<file path="src/rtl/pfb_pkg.sv">
package pfb_pkg;

    localparam int TW_W  = 32;
    localparam int CNT_W = 5;

    // field positions inside the timing word (decoded by pfb_tdecode)
    localparam int TO_LSB  = 0;   localparam int TO_X  = 22;
    localparam int AF_LSB  = 3;   localparam int AF_X  = 23;
    localparam int SU_LSB  = 11;  localparam int SU_X  = 25;
    localparam int WL_LSB  = 14;  localparam int WL_X  = 26;
    localparam int WH_LSB  = 17;  localparam int WH_X  = 27;

    typedef struct packed {
        logic [CNT_W-1:0] turn_off;
        logic [CNT_W-1:0] acc_first;
        logic [CNT_W-1:0] setup;
        logic [CNT_W-1:0] wr_low;
        logic [CNT_W-1:0] wr_high;
    } timing_t;

    typedef enum logic [3:0] {
        PH_IDLE,
        PH_LATX,
        PH_LAT0,
        PH_LAT1,
        PH_SETUP,
        PH_WRLOW,
        PH_WRHIGH,
        PH_ACCESS,
        PH_TURNOFF
    } phase_t;

    typedef struct packed {
        logic       ce_n;
        logic       oe_n;
        logic       we_n;
        logic [1:0] ale;
        logic       ad_oe;
    } strobes_t;

    function automatic logic [CNT_W-1:0] at_least_one(input logic [CNT_W-1:0] v);
        return (v == '0) ? CNT_W'(1) : v;
    endfunction

endpackage

</file>
<file path="src/rtl/pfb_tdecode.sv">
module pfb_tdecode
    import pfb_pkg::*;
(
    input  logic [TW_W-1:0] word_i,
    output timing_t         tim_o
);
    logic [CNT_W-1:0] raw_to, raw_af, raw_su, raw_wl, raw_wh;
    logic             unused_bits;

    always_comb begin
        raw_to = {1'b0, word_i[TO_X], word_i[TO_LSB +: 3]};
        raw_af = {word_i[AF_X], word_i[AF_LSB +: 4]};
        raw_su = {1'b0, word_i[SU_X], word_i[SU_LSB +: 3]};
        raw_wl = {1'b0, word_i[WL_X], word_i[WL_LSB +: 3]};
        raw_wh = {1'b0, word_i[WH_X], word_i[WH_LSB +: 3]};
    end

    // burst field, its extension and the reserved bits carry no meaning here
    assign unused_bits = ^{word_i[31:28], word_i[24], word_i[21:20], word_i[10:7]};

    assign tim_o.turn_off  = at_least_one(raw_to);
    assign tim_o.acc_first = at_least_one(raw_af);
    assign tim_o.setup     = at_least_one(raw_su);
    assign tim_o.wr_low    = at_least_one(raw_wl);
    assign tim_o.wr_high   = at_least_one(raw_wh);

endmodule

</file>
<file path="src/rtl/pfb_timer.sv">
module pfb_timer #(
    parameter int CW = 5
) (
    input  logic          clk,
    input  logic          rst,
    input  logic          load_i,
    input  logic [CW-1:0] len_i,
    output logic          last_o
);
    logic [CW-1:0] cnt_q;

    always_ff @(posedge clk) begin
        if (rst) begin
            cnt_q <= '0;
        end else if (load_i) begin
            cnt_q <= (len_i == '0) ? '0 : len_i - CW'(1);
        end else if (cnt_q != '0) begin
            cnt_q <= cnt_q - CW'(1);
        end
    end

    assign last_o = (cnt_q == '0);

    // a finished count never wraps around
    p_no_wrap_r4: assert property (@(posedge clk) disable iff (rst)
        (!load_i && cnt_q == '0) |=> (cnt_q == '0));

endmodule

</file>
<file path="src/rtl/pfb_pindrv.sv">
module pfb_pindrv
    import pfb_pkg::*;
#(
    parameter int BUS_W  = 8,
    parameter int LOW_W  = 3,
    parameter int XLAT_W = 3,
    localparam int ADDR_W = LOW_W + 2 * BUS_W + XLAT_W
) (
    input  phase_t            phase_i,
    input  logic [ADDR_W-1:0] addr_i,
    input  logic [BUS_W-1:0]  wdata_i,
    output strobes_t          str_o,
    output logic [BUS_W-1:0]  ad_o,
    output logic [LOW_W-1:0]  alow_o
);
    localparam int B1_LSB = LOW_W;
    localparam int B0_LSB = LOW_W + BUS_W;
    localparam int BX_LSB = LOW_W + 2 * BUS_W;

    logic [BUS_W-1:0] byte0, byte1, bytex;

    assign byte0  = addr_i[B0_LSB +: BUS_W];
    assign byte1  = addr_i[B1_LSB +: BUS_W];
    assign alow_o = addr_i[LOW_W-1:0];

    generate
        if (XLAT_W >= BUS_W) begin : g_xfull
            assign bytex = addr_i[BX_LSB +: BUS_W];
        end else begin : g_xpad
            assign bytex = {{(BUS_W - XLAT_W){1'b0}}, addr_i[BX_LSB +: XLAT_W]};
        end
    endgenerate

    always_comb begin
        str_o = '{ce_n: 1'b1, oe_n: 1'b1, we_n: 1'b1, ale: 2'b00, ad_oe: 1'b0};
        ad_o  = '0;
        case (phase_i)
            PH_LATX: begin
                str_o.ce_n = 1'b0; str_o.ale = 2'b11; str_o.ad_oe = 1'b1; ad_o = bytex;
            end
            PH_LAT0: begin
                str_o.ce_n = 1'b0; str_o.ale = 2'b01; str_o.ad_oe = 1'b1; ad_o = byte0;
            end
            PH_LAT1: begin
                str_o.ce_n = 1'b0; str_o.ale = 2'b10; str_o.ad_oe = 1'b1; ad_o = byte1;
            end
            PH_SETUP, PH_WRHIGH: begin
                str_o.ce_n = 1'b0; str_o.ad_oe = 1'b1; ad_o = wdata_i;
            end
            PH_WRLOW: begin
                str_o.ce_n = 1'b0; str_o.we_n = 1'b0; str_o.ad_oe = 1'b1; ad_o = wdata_i;
            end
            PH_ACCESS: begin
                str_o.ce_n = 1'b0; str_o.oe_n = 1'b0;
            end
            default: ;
        endcase
    end

endmodule

</file>
<file path="src/rtl/pflash_seq.sv">
module pflash_seq
    import pfb_pkg::*;
#(
    parameter int BUS_W  = 8,
    parameter int LOW_W  = 3,
    parameter int XLAT_W = 3,
    localparam int ADDR_W = LOW_W + 2 * BUS_W + XLAT_W
) (
    input  logic              clk,
    input  logic              rst,
    input  logic              req_i,
    input  logic              req_wr_i,
    input  logic [ADDR_W-1:0] req_addr_i,
    input  logic [BUS_W-1:0]  req_wdata_i,
    input  logic [TW_W-1:0]   timing_i,
    input  logic              wide_mode_i,
    output logic              busy_o,
    output logic              ack_o,
    output logic [BUS_W-1:0]  rdata_o,
    output logic              fl_ce_n_o,
    output logic              fl_oe_n_o,
    output logic              fl_we_n_o,
    output logic [1:0]        fl_ale_o,
    output logic [BUS_W-1:0]  fl_ad_o,
    output logic              fl_ad_oe_o,
    input  logic [BUS_W-1:0]  fl_ad_i,
    output logic [LOW_W-1:0]  fl_alow_o
);
    localparam int SMALL_W = LOW_W + 2 * BUS_W;

    phase_t            st_q, st_d;
    timing_t           tim_new, tim_q;
    logic [ADDR_W-1:0] addr_q;
    logic [BUS_W-1:0]  wdata_q, rdata_q;
    logic              wr_q, ack_q;
    logic              accept, finish, t_load, t_last;
    logic [CNT_W-1:0]  t_len;
    strobes_t          str;

    pfb_tdecode u_tdec (
        .word_i (timing_i),
        .tim_o  (tim_new)
    );

    pfb_timer #(.CW(CNT_W)) u_timer (
        .clk    (clk),
        .rst    (rst),
        .load_i (t_load),
        .len_i  (t_len),
        .last_o (t_last)
    );

    pfb_pindrv #(.BUS_W(BUS_W), .LOW_W(LOW_W), .XLAT_W(XLAT_W)) u_pins (
        .phase_i (st_q),
        .addr_i  (addr_q),
        .wdata_i (wdata_q),
        .str_o   (str),
        .ad_o    (fl_ad_o),
        .alow_o  (fl_alow_o)
    );

    assign accept = (st_q == PH_IDLE) && req_i;

    always_comb begin
        st_d   = st_q;
        t_load = 1'b0;
        t_len  = CNT_W'(1);
        finish = 1'b0;
        case (st_q)
            PH_IDLE:  if (req_i) st_d = wide_mode_i ? PH_LATX : PH_LAT0;
            PH_LATX:  st_d = PH_LAT0;
            PH_LAT0:  st_d = PH_LAT1;
            PH_LAT1: begin
                t_load = 1'b1;
                if (wr_q) begin
                    st_d  = PH_SETUP;
                    t_len = tim_q.setup;
                end else begin
                    st_d  = PH_ACCESS;
                    t_len = tim_q.acc_first;
                end
            end
            PH_SETUP: if (t_last) begin
                st_d = PH_WRLOW;  t_load = 1'b1; t_len = tim_q.wr_low;
            end
            PH_WRLOW: if (t_last) begin
                st_d = PH_WRHIGH; t_load = 1'b1; t_len = tim_q.wr_high;
            end
            PH_WRHIGH, PH_ACCESS: if (t_last) begin
                st_d   = PH_TURNOFF;
                t_load = 1'b1;
                t_len  = tim_q.turn_off;
                finish = 1'b1;
            end
            PH_TURNOFF: if (t_last) st_d = PH_IDLE;
            default:  st_d = PH_IDLE;
        endcase
    end

    always_ff @(posedge clk) begin
        if (rst) begin
            st_q    <= PH_IDLE;
            tim_q   <= '0;
            addr_q  <= '0;
            wdata_q <= '0;
            wr_q    <= 1'b0;
            ack_q   <= 1'b0;
            rdata_q <= '0;
        end else begin
            st_q  <= st_d;
            ack_q <= finish;
            if (accept) begin
                tim_q   <= tim_new;
                wdata_q <= req_wdata_i;
                wr_q    <= req_wr_i;
                // the top latch only exists in the large map
                addr_q  <= wide_mode_i ? req_addr_i
                                       : {{XLAT_W{1'b0}}, req_addr_i[SMALL_W-1:0]};
            end
            if (finish && !wr_q) rdata_q <= fl_ad_i;
        end
    end

    assign busy_o     = (st_q != PH_IDLE);
    assign ack_o      = ack_q;
    assign rdata_o    = rdata_q;
    assign fl_ce_n_o  = str.ce_n;
    assign fl_oe_n_o  = str.oe_n;
    assign fl_we_n_o  = str.we_n;
    assign fl_ale_o   = str.ale;
    assign fl_ad_oe_o = str.ad_oe;

    // idle bus is quiet
    p_idle_quiet_r1: assert property (@(posedge clk) disable iff (rst)
        !busy_o |-> (fl_ce_n_o && fl_oe_n_o && fl_we_n_o && fl_ale_o == 2'b00 && !fl_ad_oe_o));

    // no drive while the flash drives the bus
    p_bus_free_read_r6: assert property (@(posedge clk) disable iff (rst)
        !fl_oe_n_o |-> !fl_ad_oe_o);

    // the two data strobes are exclusive
    p_strobe_excl_r10: assert property (@(posedge clk) disable iff (rst)
        !(!fl_oe_n_o && !fl_we_n_o));

    // write enable only with chip enable
    p_we_in_ce_r10: assert property (@(posedge clk) disable iff (rst)
        !fl_we_n_o |-> !fl_ce_n_o);

    // acknowledge is a single pulse inside the busy window
    p_ack_pulse_r8: assert property (@(posedge clk) disable iff (rst)
        ack_o |=> !ack_o);
    p_ack_busy_r8: assert property (@(posedge clk) disable iff (rst)
        ack_o |-> busy_o);

    // a cycle in progress keeps its address
    p_hold_addr_r9: assert property (@(posedge clk) disable iff (rst)
        (busy_o && $past(busy_o)) |-> $stable(addr_q));

endmodule

</file>
<file path="config.mk">
export PLATFORM = sky130hd
export DESIGN_NAME = pflash_seq
export DESIGN_NICKNAME = d
export VERILOG_FILES = /design/src/rtl/pfb_pkg.sv /design/src/rtl/pfb_tdecode.sv /design/src/rtl/pfb_timer.sv /design/src/rtl/pfb_pindrv.sv /design/src/rtl/pflash_seq.sv
export SDC_FILE = /design/constraint.sdc
export NUM_CORES = 1
export LEC_CHECK = 0
export BUFFER_PORTS_ARGS = -buffer_cell sky130_fd_sc_hd__clkbuf_2
export CAP_MARGIN = 40
export CORE_MARGIN = 8
export CORE_UTILIZATION = 40
export DETAILED_ROUTE_END_ITERATION = 10
export PLACE_DENSITY = 0.64
export SYNTH_ARGS = -nofsm -noshare
export SYNTH_HDL_FRONTEND = slang
export SYNTH_SLANG_ARGS = --single-unit
</file>
<file path="constraint.sdc">
create_clock -name clk -period 4 [get_ports clk]
set_clock_uncertainty 0.05 [all_clocks]
set_input_delay 0 -clock clk [delete_from_list [all_inputs] [get_ports clk]]
set_output_delay 0 -clock clk [all_outputs]
set_load 0.05 [all_outputs]
</file>
# Word-level counts from Yosys, hierarchy flattened
# Cells that the tools add are included.
totals:
  regBits: 74
  elab_cells: 78
classes:
  addsub: 2
  eq_ne: 13
  n_mux: 31
  reduce_logical: 20
op_table:
  columns: ["op", "count"]
  rows:
  - ["$mux 5", 8]
  - ["$mux 4", 9]
  - ["$logic_not 5->1", 7]
  - ["$pmux 4 s8", 1]
  - ["$pmux 8 s4", 1]
  - ["$mux 22", 1]
  - ["$pmux 5 s4", 1]
  - ["$eq 4x3->1 const B", 4]
  - ["$ne 2x2->1 const B", 5]
  - ["$sub 5x1->5 const B", 2]
  - ["$eq 4x2->1 const B", 2]
  - ["$reduce_or 7->1", 1]
  - ["$mux 1", 6]
  - ["$pmux 2 s3", 1]
  - ["$reduce_or 6->1", 1]
  - ["$reduce_and 5->1", 1]
  - ["$reduce_bool 5->1", 1]
  - ["$eq 4x1->1 const B", 1]
  - ["$eq 4x4->1 const B", 1]
  - ["$logic_not 4->1", 1]
  - ["$mux 2", 2]
  - ["$reduce_bool 4->1", 1]
  - ["$reduce_or 4->1", 1]
  - ["$reduce_or 3->1", 1]
  - ["5 further kinds", 6]

# Logic depth before layout (Yosys ltp)
# Gate-level depths: netlist (run 1).
depth:
  ltp_word: 6
  ltp_mapped: 9

# By module
# Synthesis (run 1) repeated with hierarchy kept, for this count alone.
hier_totals:
  hier_cells: 477
  area_unflattened_um2: 3858.7
modules_own_cells:
  columns: ["module", "n_inst", "cells_per_inst", "area_each_um2", "seq_area_each_um2"]
  rows:
  - ["pflash_seq", 1, 368, 3029.2, 1381.3]
  - ["pfb_timer", 1, 40, 361.6, 100.1]
  - ["pfb_pindrv", 1, 38, 309.0, 0.0]
  - ["pfb_tdecode", 1, 31, 158.9, 0.0]

# Least setup slack after synthesis (run 1)
# No wires, ideal clock.
synth_path:
  path_kind: "reg2reg"
  from: "reg st_q[2]"
  to: "reg u_timer.cnt_q[4]"
  setup_ns: 0.092
  arrival_time_ns: 2.099
  setup_slack_ns: 1.759
  path_stages_with_launch: 8
  path_buffers: 1
  synth_period_minus_slack_ns: 2.241
  cell_sequence: "dfxtp_1 -> buf_2 -> nor2b_1 -> nand3_1 -> o22ai_4 -> nor4_4 -> nor2b_1 -> o32ai_1"
synth_via:
  elab_chain_len: 6
synth_lines:
  columns: ["item", "line", "text"]
  rows:
  - ["start: declaration", "pflash_seq.sv:31", "phase_t st_q, st_d;"]
  - ["start signal: assignment", "pflash_seq.sv:110", "st_q <= st_d;"]
  - ["$eq 4x3->1", "pflash_seq.sv:69", "case (st_q)"]
  - ["$reduce_or 2->1", "pflash_seq.sv:69", null]
  - ["$pmux 5 s4", "pflash_seq.sv:69", null]
  - ["$sub 5x1->5 / $logic_not 5->1 (equally long branches)", "pfb_timer.sv:16", "cnt_q <= (len_i == '0) ? '0 : len_i - CW'(1);"]
  - ["$mux 5", "pfb_timer.sv:16", null]
  - ["$mux 5", "pfb_timer.sv:15", "end else if (load_i) begin"]
  - ["end signal: assignment", "pfb_timer.sv:16", null]
  - ["end signal: assignment", "pfb_timer.sv:18", "cnt_q <= cnt_q - CW'(1);"]
  - ["end: declaration", "pfb_timer.sv:10", "logic [CW-1:0] cnt_q;"]
# Several ways; a longest one is shown, not always the timed one.
# A chain may end at the register's enable or synchronous reset.

# Worst setup path after layout (run 1)
layout_path:
  from: "reg st_q[0]"
  to: "reg addr_q[20]"
layout_via:
  elab_chain_len: 2
layout_lines:
  columns: ["item", "line", "text"]
  rows:
  - ["$logic_not 4->1", "pflash_seq.sv:62", "assign accept = (st_q == PH_IDLE) && req_i;"]
  - ["$logic_and 1x1->1", "pflash_seq.sv:62", null]
  - ["end signal: assignment", "pflash_seq.sv:117", "addr_q <= wide_mode_i ? req_addr_i"]
  - ["end: declaration", "pflash_seq.sv:33", "logic [ADDR_W-1:0] addr_q;"]
# Every way passes these cells.

==> flow_summary.json, run 1 <==
{
  "final-setup-viol-count": 0,
  "grt_pass1_vias": 3454,
  "seq_area_frac_synth": 0.424,
  "crit_fanout": 23,
  "fmax_mhz": 380,
  "yosysTopAreaCell": "dfxtp_1",
  "setup_ws_ns": 1.37,
  "grt_max_degree": 69,
  "synthMuxAreaShare": 0.0527,
  "synth_seq_cells": 70,
  "critPathBufInv": 1,
  "synth-compound-area-share": 0.178,
  "ant_nets": 0,
  "ys.flop_type": "dfxtp_1",
  "finalHoldViolCount": 0,
  "dp_worst_setup_slack_ns": 1.55,
  "status": "completed",
  "die_area_um2": 11400,
  "synth_cells": 419,
  "path_delay_family": "simple AND/OR/NAND/NOR gates",
  "drcViolationCount": 0,
  "synth_top_area_share": 0.424,
  "cts-buffers-inserted": 9,
  "via_count": 3361,
  "core-area_um2": 8090,
  "worst_path_largest_cell_delay_ns": 0.60,
  "synth_warnings": 0,
  "avgSynthCellArea_um2": 7.88,
  "cts_setup_buffers": 0,
  "required_ns": 4.22,
  "ir_drop_mv": 0.235,
  "fp.dieW_um": 107,
  "final_cell_mix": "nand2_1 (102), clkbuf_2 (90), dfxtp_1 (70), dlygate4sd3_1 (65), a21oi_1 (54)",
  "fin_crit_sh": 0.659,
  "ys_top_cells_by_area": "dfxtp_1 (42%), nand2_1 (12%), a21oi_1 (8.2%), mux2i_1 (4.2%), nor2_1 (3.8%)",
  "grt_setup_unrepaired": "false",
  "drt-initial-drc-count": 155,
  "io_pins": 102,
  "dp_hpwl_um": 6460,
  "grt_overflow": 0,
  "area_growth_syn_to_layout_pct": 41.3,
  "tns_ns": 0,
  "ys_types": 55,
  "synth.cell_area_um2": 3300,
  "path_clk_slew_ns": 0.07,
  "first_pass_iters": 4,
  "cts_tree": "done",
  "antenna_found_initial": 0,
  "avgRoutedWirePerCell_um": 14.5,
  "arrival_ns": 2.85,
  "critPathKind": "reg -> reg",
  "yosys.area_share.simple": 0.272,
  "clock_latency_ns": 0.34,
  "synth-edff-count": 0,
  "ys_async_sr_fraction": 0,
  "slew_viol_final": 0,
  "start_util": 0.408,
  "synth_fp_nets": 496,
  "gp_congestion": 0.868,
  "final_common_cell": "nand2_1",
  "post-route-min-period_ns": 2.63,
  "cts_root_buf": "clkbuf_8",
  "tightest_slew_ns": 0.750,
  "n_antenna_cell": 0,
  "cp_cell_sequence": "nor3_2 -> nand2b_1 -> nor2_4 -> nand3_1 -> dlygate4sd3_1 -> a21oi_1",
  "leakage_nw": 1.91,
  "fin_total_pwr_mw": 2.37,
  "grt_usage": 0.176,
  "cts.sinks": 70,
  "min_path_type": "in -> reg",
  "viasPerCell": 5.03,
  "finalCoreUtilization": 0.577,
  "synthAdderAreaFrac": 0.00758,
  "io_buffer_count": 90,
  "startpoint_type": "register",
  "row_count": 33,
  "drive_gt1_frac": 0.224,
  "cellPowerDensity_nw_per_um2": 507,
  "cp_slowest_cell": "dlygate4sd3_1",
  "drt_wl_total_um": 9710,
  "grt_pass1_wl_um": 16400,
  "yosys.area_share.xor_xnor": 0.0106,
  "endpoint_kind": "register",
  "clock_path_buffers": 2,
  "drv_cap": 0,
  "synth_top_family_by_area": "simple AND/OR/NAND/NOR gates",
  "ctsHtreeMaxLevel": 3,
  "nets": 635,
  "die_h_um": 107,
  "slew_headroom": 0.499
}
[path summary, 6_finish.rpt]
| kind | end | startpoint | slack [ns] | cells past startpoint |
|---|---|---|---|---|
| setup / recovery | addr_q[20] | st_q[0] | 1.37 | 6 |
| hold reg to reg | tim_q[21] | tim_q[21] | 0.41 | 2 |
| setup reg to reg | addr_q[20] | st_q[0] | 1.37 | 6 |
| hold / removal | wdata_q[0] | req_i | 0.12 | 5 |
[state kept, by name (all words and copies together) (netlist names)]
signal	count
ack_o	1
addr_q	22
rdata_o	8
st_q	4
tim_q	21
u_timer.cnt_q	5
wdata_q	8
wr_q	1
[where the power goes]
| group | total [mW] | switching, mW | internal [mW] |
|---|---|---|---|
| registers | 0.907 | 0.106 | 0.800 |
| clock network | 0.572 | 0.266 | 0.305 |
| logic | 0.889 | 0.550 | 0.339 |
| total | 2.37 | 0.923 | 1.44 |
[metal layers]
| layer | vias to the layer above | track usage | wire [um] |
|---|---|---|---|
| li1 | 1716 | - | - |
| met1 | 1522 | 0.215 | 4280 |
| met2 | 114 | 0.295 | 4820 |
| met3 | 9 | 0.0522 | 529 |
| met4 | 0 | 0.0452 | 93 |
| met5 | - | 0 | 0 |
[through the flow]
step / cells / hold WS, ns / cell area, um2
6_report: 668 / 0.122 / 4670
3_5_place_dp: 587 / 0.178 / 3820
3_3_place_gp: 585 / 0.174 / 3770
4_1_cts: 668 / 0.0961 / 4670
2_1_floorplan: 419 / 0.0860 / 3300
5_1_grt: 668 / 0.140 / 4670
[cell usage after synthesis, drive strengths merged, types with 2 or more instances]
master   count
mux2i       14
o21ai        9
or2          3
dfxtp       70
nand2      102
buf          9
nand2b       5
ha           2
a31oi        3
nand3       10
a22oi        5
o2111ai      2
o22ai        2
xor2         2
a32oi        2
nor2b        3
inv          9
a21oi       54
xnor2        2
nor3        21
nor2        35
a222oi       5
mux2         3
nor4         3
clkbuf      24
[worst register-to-register path, cell delays in order, from the launching register on]
cell           delay [ns]
dfxtp_1              0.53
nor3_2               0.37
nand2b_1             0.18
nor2_4               0.51
nand3_1              0.17
dlygate4sd3_1        0.60
a21oi_1              0.15
[final cells by class]
class | instances | area (um2)
Sequential cell | 70 | 1400
Tap cell | 105 | 131
Timing Repair Buffer | 161 | 1170
Inverter | 9 | 33.8
Fill cell | 770 | 3430
Clock buffer | 11 | 141
Clock inverter | 5 | 58.8
Multi-Input combinational cell | 307 | 1730
[cells by family (layout without fill, tap and decap cells)]
| logic type | after synthesis | count (layout) |
|---|---|---|
| buf+inv | 42 | 186 |
| xor+xnor | 4 | 4 |
| fa+ha+maj | 2 | 2 |
| compound gates | 93 | 93 |
| simple gates | 191 | 191 |
| flops | 70 | 70 |
| mux | 17 | 17 |
[repair_timing]
| action | in CTS | in global routing |
|---|---|---|
| gates resized for setup | 0 | 0 |
| hold endpoints to repair | 64 | 0 |
| hold buffers | 65 | 0 |
Power figures use the tool's default switching activity.
==> run 2, diff against run 1 <==
ABC_AREA = 1   (was default)
PLACE_DENSITY = 0.66   (was 0.64)
clock period = 2.3 ns   (was 4 ns; I/O delays follow)
==> run 2 against run 1 <==
Net effect: wire length increased by 4.6%; critical path depth is the same; first-iteration DRC count grew 71%; count of clock-buffer cells in the layout shrank 2; sequential share of layout area fell by 0.10 points.
==> flow_summary.json, run 2 <==
{
  "status": "completed",
  "synth_cells": 486,
  "min_path_type": "in -> reg",
  "grt_setup_unrepaired": "false",
  "dp_worst_setup_slack_ns": 0.381,
  "drt-initial-drc-count": 265,
  "synth_fp_nets": 563,
  "dp_hpwl_um": 6780,
  "synth-edff-count": 0,
  "row_count": 33,
  "ys_types": 26,
  "fin_crit_sh": 0.913,
  "hold_slack_ns": 0.122,
  "clock_path_buffers": 2,
  "antenna_found_initial": 0,
  "seq_area_frac_synth": 0.427,
  "largest_registers": "addr_q (22), tim_q (21)",
  "clock_latency_ns": 0.35,
  "grt_usage": 0.182,
  "nFillCells": 752,
  "core-area_um2": 8090,
  "avgRoutedWirePerCell_um": 13.7,
  "p_int_mw": 2.88,
  "finalCoreUtilization": 0.579,
  "avgSynthCellArea_um2": 6.76,
  "drive_gt1_frac": 0.196,
  "combPwrFrac": 0.483,
  "arrival_ns": 2.32,
  "largest_register_ff_count": 22,
  "ys_top_cells_by_area": "dfxtp_1 (43%), nand2_1 (16%), a21oi_1 (11%), inv_1 (5.4%), nand3_1 (5.2%)",
  "n_antenna_cell": 0,
  "post-route-min-period_ns": 2.10,
  "yosysTopAreaCell": "dfxtp_1",
  "cts_root_buf": "clkbuf_8",
  "placed_cells": 664,
  "top_register": "addr_q",
  "start_util": 0.406,
  "slew_headroom": 0.588,
  "final_common_cell": "nand2_1",
  "synth_warnings": 0,
  "ys_top_cells_by_count": "nand2_1 (141), dfxtp_1 (70), a21oi_1 (69)",
  "grt_pass1_wl_um": 16900,
  "ys.flop_type": "dfxtp_1",
  "final-setup-viol-count": 0,
  "ys_async_sr_fraction": 0,
  "ant_nets": 0,
  "io_buffer_count": 90,
  "yosysMostFrequentCell": "nand2_1",
  "gp_congestion": 0.918,
  "tightest_slew_ns": 0.618,
  "drv_cap": 0,
  "first_pass_iters": 5,
  "path_clk_slew_ns": 0.08,
  "fmax_mhz": 476,
  "cp_cell_sequence": "nor2_2 -> nand3_2 -> clkinv_2 -> nand3_1 -> dlygate4sd3_1 -> a21oi_1",
  "cts-buffers-inserted": 9,
  "nets": 711,
  "fin_total_pwr_mw": 5.41,
  "required_ns": 2.52,
  "drt_wl_total_um": 10200,
  "pwr-share-clk": 0.208,
  "cts.sinks": 70,
  "drcViolationCount": 0,
  "viasPerCell": 4.94,
  "critPathKind": "reg -> reg",
  "layoutNonFillerInstCount": 744,
  "leakage_nw": 2.05,
  "crit_fanout": 34,
  "cts_tree": "done",
  "pwr-share-seq": 0.309,
  "synth.cell_area_um2": 3280,
  "grt_pass1_vias": 3534,
  "tns_ns": 0,
  "die_h_um": 107,
  "cellPowerDensity_nw_per_um2": 1160,
  "finalHoldViolCount": 0,
  "dpl_cell_area_um2": 3810,
  "ctsHtreeMaxLevel": 3,
  "io_pins": 102,
  "die_area_um2": 11400,
  "startpoint_type": "register",
  "synth_seq_cells": 70,
  "cts_setup_buffers": 0,
  "synth_top_area_share": 0.427,
  "area_growth_syn_to_layout_pct": 42.6,
  "p_sw_mw": 2.53,
  "slew_viol_final": 0,
  "grt_max_degree": 71,
  "final_cell_area_um2": 4680,
  "fp.dieW_um": 107,
  "endpoint_kind": "register",
  "cp_slowest_cell": "dlygate4sd3_1",
  "worst_path_largest_cell_delay_ns": 0.59,
  "setup_ws_ns": 0.201,
  "final_cell_mix": "nand2_1 (141), clkbuf_2 (90), dfxtp_1 (70), a21oi_1 (69), dlygate4sd3_1 (64)",
  "grt_overflow": 0,
  "via_count": 3672,
  "p_sw_frac": 0.468,
  "ir_drop_mv": 0.653
}
## run 2: per-layer routing
| metal | GRT usage | up-vias | routed length, um |
|---|---|---|---|
| li1 | - | 1879 | - |
| met1 | 0.226 | 1670 | 4500 |
| met2 | 0.293 | 110 | 4830 |
| met3 | 0.0594 | 13 | 684 |
| met4 | 0.0543 | 0 | 150 |
| met5 | 0 | - | 0 |
## run 2: area by class of cell
class	count	area, um2	share of cell area
Clock inverter	7	103	0.0219
Sequential cell	70	1400	0.299
Inverter	51	193	0.0411
Multi-Input combinational cell	341	1590	0.339
Timing Repair Buffer	161	1140	0.244
Tap cell	105	131	0.0281
Clock buffer	9	124	0.0264
## run 2: cells by family (layout without fill, tap and decap cells)
family	after synthesis	in the layout	synth area share
xor+xnor	3	3	0.00800
simple gates	222	222	0.281
flops	70	70	0.427
buf+inv	75	228	0.0914
fa+ha+maj	2	2	0.00762
compound gates	114	114	0.186
## run 2: critical path, delay by kind of cell, from the launching register on
kind | cells | cell delay (ns)
compound gates | 1 | 0.12
buf+inv | 2 | 0.93
flops | 1 | 0.38
simple gates | 3 | 0.53
## run 2: path summary, 6_finish.rpt
kind,start,endpoint,slack [ns],depth (start not counted)
max,st_q[0],addr_q[21],0.20,6
min,wide_mode_i,st_q[1],0.12,4
max reg2reg,st_q[0],addr_q[21],0.20,6
min reg2reg,wdata_q[6],wdata_q[6],0.41,2
## run 2: what timing repair did
item                                    4_1_cts  5_1_grt
endpoints found under the setup margin        0        3
hold buffers                                 64        0
hold endpoints to repair                     61        0
gates resized for setup                       0        1
## run 2: power groups by stage
stage / logic (mW) / clock network [mW] / registers (mW)
after floorplan: 1.92 / 0 / 1.65
after global placement: 2.46 / 0 / 1.69
after detailed placement: 2.50 / 0 / 1.69
after CTS: 2.60 / 1.15 / 1.67
after global routing: 2.90 / 1.22 / 1.71
final: 2.61 / 1.13 / 1.67
==> run 3, diff against run 2 <==
CELL_PAD_IN_SITES_DETAIL_PLACEMENT = 0   (was default)
CELL_PAD_IN_SITES_GLOBAL_PLACEMENT = 1   (was default)
CORE_UTILIZATION = 32   (was 40)
PLACE_DENSITY = 0.75   (was 0.66)
==> run 3 against run 2 <==
Net effect: sequential power barely moved; maximum frequency increased by 0.98%; utilization fell by 11 points; worst hold slack lost 0.10 ns; flip-flop and latch count stayed put; setup slack improved by 0.020 ns; critical path type is now reg -> out.
==> flow_summary.json, run 3 (synthesis results as in run 2) <==
{
  "finalHoldViolCount": 0,
  "drv_cap": 0,
  "fmax_mhz": 481,
  "p_sw_frac": 0.462,
  "worst-r2r-cell-count": 6,
  "ir_drop_mv": 0.417,
  "cts_setup_buffers": 0,
  "cts_tree": "done",
  "dp_worst_setup_slack_ns": 0.295,
  "antenna_found_initial": 0,
  "row_count": 37,
  "grt_overflow": 0,
  "io_buffer_count": 90,
  "drcViolationCount": 0,
  "post-route-min-period_ns": 2.08,
  "nets": 711,
  "clock_path_buffers": 2,
  "cts-buffers-inserted": 9,
  "fin_total_pwr_mw": 5.46,
  "crit_fanout": 9,
  "status": "completed",
  "grt_usage": 0.147,
  "cts_root_buf": "clkbuf_8",
  "area_growth_syn_to_layout_pct": 44.0,
  "grt_pass1_wl_um": 17000,
  "pwr-share-seq": 0.306,
  "setup_ws_ns": 0.221,
  "dp_hpwl_um": 7210,
  "nFillCells": 1002,
  "die_h_um": 117,
  "fin_crit_sh": 0.904,
  "seqCellArea_um2": 1400,
  "grt_setup_unrepaired": "true",
  "io_pins": 102,
  "final-setup-viol-count": 0,
  "cp_slowest_cell": "dfxtp_1",
  "startpoint_type": "register",
  "r2r-end": "tim_q[5]",
  "cts.sinks": 70,
  "hold_depth": 4,
  "largest_registers": "addr_q (22), tim_q (21)",
  "clock_latency_ns": 0.34,
  "leakage_nw": 2.07,
  "dpl_cell_area_um2": 3890,
  "endpoint_kind": "primary output",
  "cp_cell_sequence": "nor2_1 -> nand2_1 -> buf_4 -> o221ai_1 -> clkbuf_2",
  "viasPerCell": 4.60,
  "tightest_slew_ns": 0.580,
  "combPwrFrac": 0.486,
  "core-area_um2": 10100,
  "path_clk_slew_ns": 0.08,
  "die_area_um2": 13800,
  "drt_wl_total_um": 10200,
  "via_count": 3564,
  "multi_input_area_um2": 1590,
  "pwr-share-clk": 0.208,
  "first_pass_iters": 4,
  "slew_viol_final": 0,
  "final_common_cell": "nand2_1",
  "gp_congestion": 0.836,
  "reg2reg_from": "st_q[2]",
  "min_to": "st_q[0]",
  "final_cell_mix": "nand2_1 (141), clkbuf_2 (90), dfxtp_1 (70), a21oi_1 (69), dlygate4sd3_1 (61)",
  "p_int_mw": 2.94,
  "slew_headroom": 0.611,
  "cts-resized-gates": 0,
  "n_antenna_cell": 0,
  "ant_nets": 0,
  "start_util": 0.324,
  "largest_register_ff_count": 22,
  "avgRoutedWirePerCell_um": 13.2,
  "grt_pass1_vias": 3620,
  "ctsHtreeMaxLevel": 3,
  "required_ns": 2.25,
  "grt_max_degree": 48,
  "worstHoldStart": "req_i",
  "fp.dieW_um": 117,
  "drt-initial-drc-count": 232,
  "final_cell_area_um2": 4730,
  "cellPowerDensity_nw_per_um2": 1160,
  "p_sw_mw": 2.52,
  "critPathKind": "reg -> out",
  "min_path_type": "in -> reg",
  "arrival_ns": 2.03,
  "drive_gt1_frac": 0.200,
  "rrSetupSlack_ns": 0.27,
  "top_register": "addr_q",
  "critPathBufInv": 2,
  "worst_path_largest_cell_delay_ns": 0.35,
  "path_delay_family": "buffers and inverters"
}
==> run 3: timing repair <==
action	4_1_cts	5_1_grt
hold endpoints to repair	60	0
endpoints found under the setup margin	0	1
hold buffers	61	0
==> run 3: power by group through the flow <==
stage	sequential (mW)	combinational (mW)	clock [mW]
after CTS	1.67	2.68	1.18
after global routing	1.70	2.97	1.23
final	1.67	2.65	1.14
after floorplan	1.65	1.92	0
after detailed placement	1.70	2.59	0
after global placement	1.69	2.58	0
==> run 3: layer usage <==
metal | up-vias | share of wire | GRT usage
met4 | 0 | 0.012 | 0.0397
li1 | 1877 | - | -
met3 | 11 | 0.060 | 0.0460
met5 | - | 0 | 0
met1 | 1589 | 0.47 | 0.181
met2 | 87 | 0.46 | 0.243
==> run 3: area by class of cell <==
cell class                      count  area share
Multi-Input combinational cell    341       0.336
Clock buffer                        9      0.0262
Sequential cell                    70       0.296
Clock inverter                      7      0.0222
Tap cell                          136      0.0360
Inverter                           51      0.0405
Timing Repair Buffer              161       0.243
==> run 3: worst max path at each step <==
stage | start | to | slack, ns | cells after the start
final | st_q[2] | fl_ad_o[5] | 0.22 | 5
after global routing | st_q[2] | tim_q[5] | -0.02 | 6
after CTS | st_q[2] | fl_ad_o[5] | 0.20 | 5
after detailed placement | st_q[2] | tim_q[5] | 0.29 | 6
after global placement | st_q[2] | tim_q[5] | 0.36 | 6
after floorplan | st_q[0] | fl_ce_n_o | 0.53 | 3
==> run 3: metrics by stage <==
stage,hold WS (ns),std cells,TNS [ns],utilization
final,0.0202,775,0,0.466
after global routing,0.0350,775,-0.0159,0.466
after CTS,0.00218,775,0,0.466
after detailed placement,0.188,698,0,0.384
after global placement,0.183,698,0,0.384
after floorplan,0.0938,486,0,-
==> run 3: worst reg2reg max path, delay by kind of cell, from the launching register on <==
family | cells | cell delay (ns)
buffers and inverters | 2 | 0.43
AO/OA/AOI/OAI | 2 | 0.27
AND/OR/NAND/NOR | 2 | 0.85
flip-flops | 1 | 0.35
